### config.mk
export PLATFORM = sky130hd
export DESIGN_NAME = pio_byte_fifo
export DESIGN_NICKNAME = d
export VERILOG_FILES = /design/src/rtl/pio_fifo_pkg.sv /design/src/rtl/pio_fifo_ctrl.sv /design/src/rtl/pio_fifo_datapath.sv /design/src/rtl/pio_byte_fifo.sv
export SDC_FILE = /design/constraint.sdc
export NUM_CORES = 1
export LEC_CHECK = 0
export ABC_CLOCK_PERIOD_IN_PS = 4600
export BUFFER_PORTS_ARGS = -buffer_cell sky130_fd_sc_hd__buf_2
export CORE_MARGIN = 3
export CORE_UTILIZATION = 62
export CTS_BUF_LIST = sky130_fd_sc_hd__clkbuf_8
export CTS_CLUSTER_DIAMETER = 100
export DETAILED_ROUTE_END_ITERATION = 16
export PLACE_DENSITY = 0.84
export SLEW_MARGIN = 20
export SYNTH_ARGS = -nofsm -noshare
export SYNTH_HDL_FRONTEND = slang
export SYNTH_SLANG_ARGS = --single-unit
### constraint.sdc
create_clock -name clk -period 4.6 [get_ports clk]
set_input_delay 0.69 -clock clk [delete_from_list [all_inputs] [get_ports clk]]
set_output_delay 0.69 -clock clk [all_outputs]
set_load 0.02 [all_outputs]
### src/rtl/pio_fifo_pkg.sv
package pio_fifo_pkg;

  // Strobes issued by the control unit to the datapath, one per cycle
  typedef struct packed {
    logic push;        // store wrData into the queue
    logic pop;         // move oldest byte to the read register
    logic cmdPush;     // append wrData to the command buffer
    logic cmdClear;    // zero the command length
    logic clearAll;    // flush: empty queue, rewind pointers
    logic loadStatus;  // load sense byte + zero message byte
  } fifoStrobes_t;

  localparam logic [7:0] INTR_FUNC_DONE  = 8'h08;
  localparam logic [7:0] INTR_DISCONNECT = 8'h20;
  localparam logic [2:0] PHASE_MSG_IN    = 3'b111;
  localparam logic [2:0] SEQ_RESET_STEP  = 3'd4;
  localparam logic [7:0] FLAGS_STATUS    = 8'd2;

endpackage

### src/rtl/pio_fifo_ctrl.sv
module pio_fifo_ctrl
  import pio_fifo_pkg::*;
#(
  parameter int DEPTH = 16,
  localparam int CNT_W = $clog2(DEPTH) + 1
) (
  input  logic             clk,
  input  logic             rst_n,
  input  logic             wrEn,
  input  logic             rdEn,
  input  logic             cmdCollect,
  input  logic             cmdClear,
  input  logic             flush,
  input  logic             iccsCmd,
  input  logic             msgAccCmd,
  input  logic             irqAck,
  input  logic [CNT_W-1:0] fifoCount,
  output fifoStrobes_t     strobes,
  output logic             irq,
  output logic             overrunErr,
  output logic [7:0]       flagsVal,
  output logic [7:0]       intrCode,
  output logic [2:0]       seqStep,
  output logic [2:0]       phaseBits
);

  localparam logic [CNT_W-1:0] OVR_LIMIT = CNT_W'(DEPTH - 1);

  logic statusAny;
  logic dataWrite;
  logic overrunNow;

  // Priority: flush, then status load, then data/command traffic
  always_comb begin
    statusAny  = (iccsCmd | msgAccCmd) & ~flush;
    dataWrite  = wrEn & ~cmdCollect & ~flush & ~statusAny;
    overrunNow = dataWrite & (fifoCount == OVR_LIMIT);

    strobes            = '0;
    strobes.clearAll   = flush;
    strobes.loadStatus = statusAny;
    strobes.push       = dataWrite & ~overrunNow;
    strobes.pop        = rdEn & ~flush & ~statusAny & (fifoCount != '0);
    strobes.cmdPush    = wrEn & cmdCollect & ~flush & ~statusAny;
    strobes.cmdClear   = cmdClear;
  end

  always_ff @(posedge clk) begin
    if (!rst_n) begin
      irq        <= 1'b0;
      overrunErr <= 1'b0;
      flagsVal   <= '0;
      intrCode   <= '0;
      seqStep    <= SEQ_RESET_STEP;
      phaseBits  <= '0;
    end else begin
      overrunErr <= overrunNow;
      if (strobes.pop || statusAny) irq <= 1'b1;
      else if (irqAck)               irq <= 1'b0;

      if (flush) flagsVal <= '0;
      else if (statusAny) flagsVal <= FLAGS_STATUS;

      if (statusAny) begin
        if (iccsCmd) begin
          intrCode  <= INTR_FUNC_DONE;
          phaseBits <= PHASE_MSG_IN;
        end else begin
          intrCode <= INTR_DISCONNECT;
          seqStep  <= '0;
        end
      end
    end
  end

  // dropped write keeps the count and flags the overrun next cycle
  a_r3_overrun_drop: assert property (@(posedge clk) disable iff (!rst_n)
    (wrEn && !cmdCollect && !flush && !iccsCmd && !msgAccCmd && !rdEn &&
     fifoCount == OVR_LIMIT) |=> (fifoCount == OVR_LIMIT && overrunErr));

  // a pop with data present raises the interrupt
  a_r4_irq_on_pop: assert property (@(posedge clk) disable iff (!rst_n)
    (rdEn && !flush && !iccsCmd && !msgAccCmd && fifoCount != '0) |=> irq);

  // flush empties the queue and clears the flags
  a_r8_flush_empty: assert property (@(posedge clk) disable iff (!rst_n)
    flush |=> (fifoCount == '0 && flagsVal == '0));

  // acknowledge without a set event drops the line
  a_r11_irq_ack: assert property (@(posedge clk) disable iff (!rst_n)
    (irqAck && !rdEn && !iccsCmd && !msgAccCmd) |=> !irq);

  // command collection leaves the count alone
  a_r6_cmd_keeps_count: assert property (@(posedge clk) disable iff (!rst_n)
    (wrEn && cmdCollect && !rdEn && !flush && !iccsCmd && !msgAccCmd)
      |=> $stable(fifoCount));

endmodule

### src/rtl/pio_fifo_datapath.sv
module pio_fifo_datapath
  import pio_fifo_pkg::*;
#(
  parameter int DEPTH = 16,
  parameter int WIDTH = 8,
  localparam int PTR_W = $clog2(DEPTH),
  localparam int CNT_W = PTR_W + 1
) (
  input  logic             clk,
  input  logic             rst_n,
  input  fifoStrobes_t     strobes,
  input  logic [WIDTH-1:0] wrData,
  input  logic [WIDTH-1:0] senseByte,
  input  logic [PTR_W-1:0] cmdIdx,
  output logic [CNT_W-1:0] fifoCount,
  output logic [WIDTH-1:0] rdData,
  output logic [CNT_W-1:0] cmdLen,
  output logic [WIDTH-1:0] cmdData
);

  logic [WIDTH-1:0] fifoMem [DEPTH];
  logic [WIDTH-1:0] cmdMem  [DEPTH];
  logic [PTR_W-1:0] rdPtr, wrPtr;
  logic [CNT_W-1:0] nextCount;
  logic             cmdRoom;

  always_comb begin
    nextCount = fifoCount + CNT_W'(strobes.push) - CNT_W'(strobes.pop);
    cmdRoom   = (cmdLen < CNT_W'(DEPTH));
  end

  // Storage arrays carry no reset
  always_ff @(posedge clk) begin
    if (strobes.loadStatus) begin
      fifoMem[0] <= senseByte;
      fifoMem[1] <= '0;
    end else if (strobes.push) begin
      fifoMem[wrPtr] <= wrData;
    end
    if (strobes.cmdPush && cmdRoom) cmdMem[cmdLen[PTR_W-1:0]] <= wrData;
  end

  always_ff @(posedge clk) begin
    if (!rst_n) begin
      fifoCount <= '0;
      rdPtr     <= '0;
      wrPtr     <= '0;
      rdData    <= '0;
    end else if (strobes.clearAll) begin
      fifoCount <= '0;
      rdPtr     <= '0;
      wrPtr     <= '0;
    end else if (strobes.loadStatus) begin
      fifoCount <= CNT_W'(2);
      rdPtr     <= '0;
      wrPtr     <= PTR_W'(2);
    end else begin
      if (strobes.pop) rdData <= fifoMem[rdPtr];
      fifoCount <= nextCount;
      if (nextCount == '0) begin
        rdPtr <= '0;
        wrPtr <= '0;
      end else begin
        if (strobes.push) wrPtr <= wrPtr + PTR_W'(1);
        if (strobes.pop)  rdPtr <= rdPtr + PTR_W'(1);
      end
    end
  end

  always_ff @(posedge clk) begin
    if (!rst_n) cmdLen <= '0;
    else if (strobes.cmdClear) cmdLen <= '0;
    else if (strobes.cmdPush && cmdRoom) cmdLen <= cmdLen + CNT_W'(1);
  end

  assign cmdData = cmdMem[cmdIdx];

  // count stays one short of the storage depth
  a_r2_count_bound: assert property (@(posedge clk) disable iff (!rst_n)
    fifoCount <= CNT_W'(DEPTH - 1));

  // an empty queue always has both pointers rewound
  a_r7_empty_rewound: assert property (@(posedge clk) disable iff (!rst_n)
    (fifoCount == '0) |-> (rdPtr == '0 && wrPtr == '0));

  // status load leaves exactly two bytes queued
  a_r9_status_two: assert property (@(posedge clk) disable iff (!rst_n)
    (strobes.loadStatus && !strobes.clearAll) |=> fifoCount == CNT_W'(2));

  // simultaneous push and pop keep the count
  a_r12_stream_count: assert property (@(posedge clk) disable iff (!rst_n)
    (strobes.push && strobes.pop && !strobes.clearAll && !strobes.loadStatus)
      |=> $stable(fifoCount));

  // command length never passes the buffer size
  a_r6_cmd_len_bound: assert property (@(posedge clk) disable iff (!rst_n)
    cmdLen <= CNT_W'(DEPTH));

endmodule

### src/rtl/pio_byte_fifo.sv
module pio_byte_fifo
  import pio_fifo_pkg::*;
#(
  parameter int DEPTH = 16,
  parameter int WIDTH = 8,
  localparam int PTR_W = $clog2(DEPTH),
  localparam int CNT_W = PTR_W + 1
) (
  input  logic             clk,
  input  logic             rst_n,
  input  logic             wrEn,
  input  logic [WIDTH-1:0] wrData,
  input  logic             rdEn,
  output logic [WIDTH-1:0] rdData,
  input  logic             cmdCollect,
  input  logic             cmdClear,
  input  logic [PTR_W-1:0] cmdIdx,
  output logic [WIDTH-1:0] cmdData,
  output logic [CNT_W-1:0] cmdLen,
  input  logic             flush,
  input  logic             iccsCmd,
  input  logic             msgAccCmd,
  input  logic [WIDTH-1:0] senseByte,
  input  logic             irqAck,
  output logic             irq,
  output logic             overrunErr,
  output logic [CNT_W-1:0] fifoCount,
  output logic [7:0]       flagsVal,
  output logic [7:0]       intrCode,
  output logic [2:0]       seqStep,
  output logic [2:0]       phaseBits
);

  fifoStrobes_t strobes;

  pio_fifo_ctrl #(.DEPTH(DEPTH)) u_ctrl (
    .clk(clk), .rst_n(rst_n), .wrEn(wrEn), .rdEn(rdEn),
    .cmdCollect(cmdCollect), .cmdClear(cmdClear), .flush(flush),
    .iccsCmd(iccsCmd), .msgAccCmd(msgAccCmd), .irqAck(irqAck),
    .fifoCount(fifoCount), .strobes(strobes), .irq(irq),
    .overrunErr(overrunErr), .flagsVal(flagsVal), .intrCode(intrCode),
    .seqStep(seqStep), .phaseBits(phaseBits)
  );

  pio_fifo_datapath #(.DEPTH(DEPTH), .WIDTH(WIDTH)) u_dp (
    .clk(clk), .rst_n(rst_n), .strobes(strobes), .wrData(wrData),
    .senseByte(senseByte), .cmdIdx(cmdIdx), .fifoCount(fifoCount),
    .rdData(rdData), .cmdLen(cmdLen), .cmdData(cmdData)
  );

endmodule

==> run_results.csv <==
group,metric,value,unit
sta,max_freq,264,MHz
synth,yosysTopAreaCell,"edfxtp_1",
die,die_w,143,microns
die,rows,49,
global_routing,antenna_found_initial,0,
global_routing,grt_use_total,24.1,%
synth,synthArstFlopShare,0,%
clocking,cts-resized-gates,0,
synth,synth_top_flop_cell,"edfxtp_1",
finish,nFillCells,1016,
power_and_ir_drop,p_leak,4.36,nW
synth,yosysUniqueCellTypes,46,
sta,worstMarginPinSlew,0.955,ns
finish,multiInputGateArea,0.00305,sq mm
drt,firstDrtPassIters,5,
global_routing,grt_use_met3,6.03,%
clocking,cts_buffers,43,
sta,hold_viol,0,
global_routing,grt.busiest_layer,"met2",
clocking,clock_latency,0.55,ns
sta,skew,0.0212,ns
min_path,hold_path_class,"in2reg",
clocking,root_buffer,"clkbuf_8",
critical_path,crit_chain,"inv_1 > ha_1 > or4b_1 > nand4b_2 > clkinv_1 > ha_1 > inv_1 > ha_1 > inv_1 > fa_1 > nand2b_1 > a21oi_1 > xnor2_1 > o311ai_1 > buf_4 > nor2_1",
drt,routed_wl,23300,microns
critical_path,start_kind,"register",
place,dp_hpwl,14600,microns
finish,insertedDiodeCount,0,
synth,syn_inst,607,
global_routing,grt_pass1_wl,36300,microns
synth,syn_area,0.0116,sq mm
synth,yosysTopAreaCellShare,66.1,%
sta,final_max_slew_viol_count,0,
drt,vias_per_cell,6.31,
drt,dr_total_vias,6046,
critical_path,crit_path_end_kind,"register",
status,status,"completed",
clocking,path_clk_slew,0.06,ns
finish,final_common_cell,"edfxtp_1",
global_routing,grt_util_met2,37.4,%
synth,syn_area_per_cell,19.2,sq um
drt,drtIter0Drc,545,
sta,setup_slack,0.810,ns
sta,setup_viol,0,
power_and_ir_drop,ir_drop,264,uV
finish,final_nets,747,
drt,remaining_drc_errors,0,
finish,register_area,0.00835,sq mm
global_routing,grt_pass1_vias,6328,
finish,final_cell_mix,"256 x edfxtp_1, 72 x mux4_2, 64 x buf_2",
finish,syn2layout_area_growth,11.1,%
clocking,cts_tree,"built",
die,dieArea,0.0204,sq mm
clocking,post_cts_buffers,0,
synth,synth_area_leaders,"edfxtp_1 66%, mux4_2 14%, dfxtp_1 5.7%",
global_routing,groute.layer.met1.usage,33.7,%
die,io-pin-count,80,
clocking,cts_hold_buf,0,
sta,timing.setup.tns,0,ns
critical_path,crit_path_max_fanout,10,
clocking,clockBufferDepth,3,
global_routing,grt-ovfl-total,0,
global_routing,grt_max_degree,33,
die,core_area,0.0182,sq mm
place,place_worst_setup_slack,0.608,ns
sta,post-route-period-util,82.4,%
drt,wire_per_inst,24.3,microns
synth,synthesis.yosys.warnings,0,
power_and_ir_drop,p_per_area,385,mW/mm^2
clocking,numClockSinks,289,
sta,rsz0062_at_grt,"no",
critical_path,critPathKind,"reg2reg",
finish,drive_gt1_share,30.0,%
critical_path,critical_path_required,5.02,ns
critical_path,cpPeakStageDelay,0.45,ns
run,maxCapViolations,0,
critical_path,cp_slowest_cell,"or4b_1",
sta,period_needed,3.79,ns
sta,relSlewSlack,36.1,%
drt,ant_nets,0,
synth,seq_area_frac_synth,71.8,%
place,gp_congestion,0.830,
place,numPlacedInstances,884,
place,port_buffers,64,
synth,synth-edff-count,256,
die,fp.dieH,143,microns
clocking,htree_levels,2,
critical_path,crit_arrival,4.21,ns
finish,layoutNonFillerInstCount,958,
synth,ys_seq_elements,289,
die,initial_core_util,63.9,%
==> cells by family after synthesis <==
family | synth area share (%)
other cells | 0.0322
mux | 16.3
compound gates | 1.53
xor+xnor | 0.979
simple gates | 5.04
fa+ha+maj | 1.89
flops | 71.8
buf+inv | 2.43
==> flip-flops by register name (all words and copies together) (netlist names), 2 cells and up <==
| signal | flops |
|---|---|
| u_dp.cmdMem | 128 |
| u_dp.fifoMem | 128 |
| u_dp.rdData | 8 |
| u_dp.cmdLen | 5 |
| u_dp.fifoCount | 5 |
| u_dp.rdPtr | 4 |
| u_dp.wrPtr | 4 |
| u_ctrl.intrCode | 2 |
==> worst max-delay path: cells and delay by family, from the launching register on <==
kind                     cells  cell delay [ns]
AO/OA/AOI/OAI                2             0.47
adder cells (fa/ha/maj)      4             1.09
buffers and inverters        5             0.73
XOR/XNOR                     1             0.13
flip-flops                   1             0.33
AND/OR/NAND/NOR              4             0.93
==> cell usage after synthesis (2+ instances only) <==
master / number
a21oi_1: 6
and2_1: 8
buf_1: 4
buf_2: 7
buf_4: 18
clkbuf_1: 13
dfxtp_1: 33
edfxtp_1: 256
ha_1: 16
inv_1: 12
mux2_2: 8
mux2i_1: 17
mux4_2: 72
nand2_1: 17
nand2b_1: 7
nand3_1: 9
nand3b_1: 2
nand4_1: 3
nor2_1: 40
nor2b_1: 6
nor3_1: 8
o21ai_0: 2
o221ai_1: 8
o31ai_1: 2
xnor2_1: 4
xor2_1: 9
==> power breakdown <==
part	switching, W	internal (W)	leakage [nW]
logic	0.000141	0.0000830	1.31
clock network	0.000899	0.000973	0.470
registers	0.00000776	0.00287	2.58
total	0.00105	0.00392	4.36
==> final cells by class <==
| cell class | count | area share [%] |
|---|---|---|
| clock buffers | 46 | 4.90 |
| clock inverters | 28 | 1.07 |
| inverters | 13 | 0.378 |
| multi-input cells | 277 | 23.6 |
| flip-flops and latches | 289 | 64.6 |
| well taps | 229 | 2.22 |
| repair buffers | 76 | 3.18 |
==> path summary, 6_finish.rpt <==
path / from / endpoint / slack (ns) / depth (start not counted)
worst max-delay path: u_dp.fifoCount[2] / u_dp.rdPtr[2] / 0.81 / 16
worst min-delay path: cmdCollect / u_ctrl.overrunErr / 0.42 / 2
worst max register to register: u_dp.fifoCount[2] / u_dp.rdPtr[2] / 0.81 / 16
worst min register to register: u_ctrl.seqStep[2] / u_ctrl.seqStep[2] / 0.49 / 2
==> stage by stage <==
stage	util, %	instance area (sq um)	power, W	hold slack, ns
global route	70.9	12900	0.00514	0.411
floorplan	-	11700	0.00307	0.492
finish	70.9	12900	0.00497	0.418
detailed placement	66.7	12100	0.00315	0.466
global placement	66.7	12100	0.00314	0.447
CTS	70.9	12900	0.00501	0.393
==> per-layer routing <==
layer / wire length, microns / up-vias
met1: 9070 / 3099
met5: 0 / -
li1: - / 2580
met3: 2200 / 38
met4: 520 / 0
met2: 11500 / 329
Note: power is estimated with default switching activity, not from simulation.
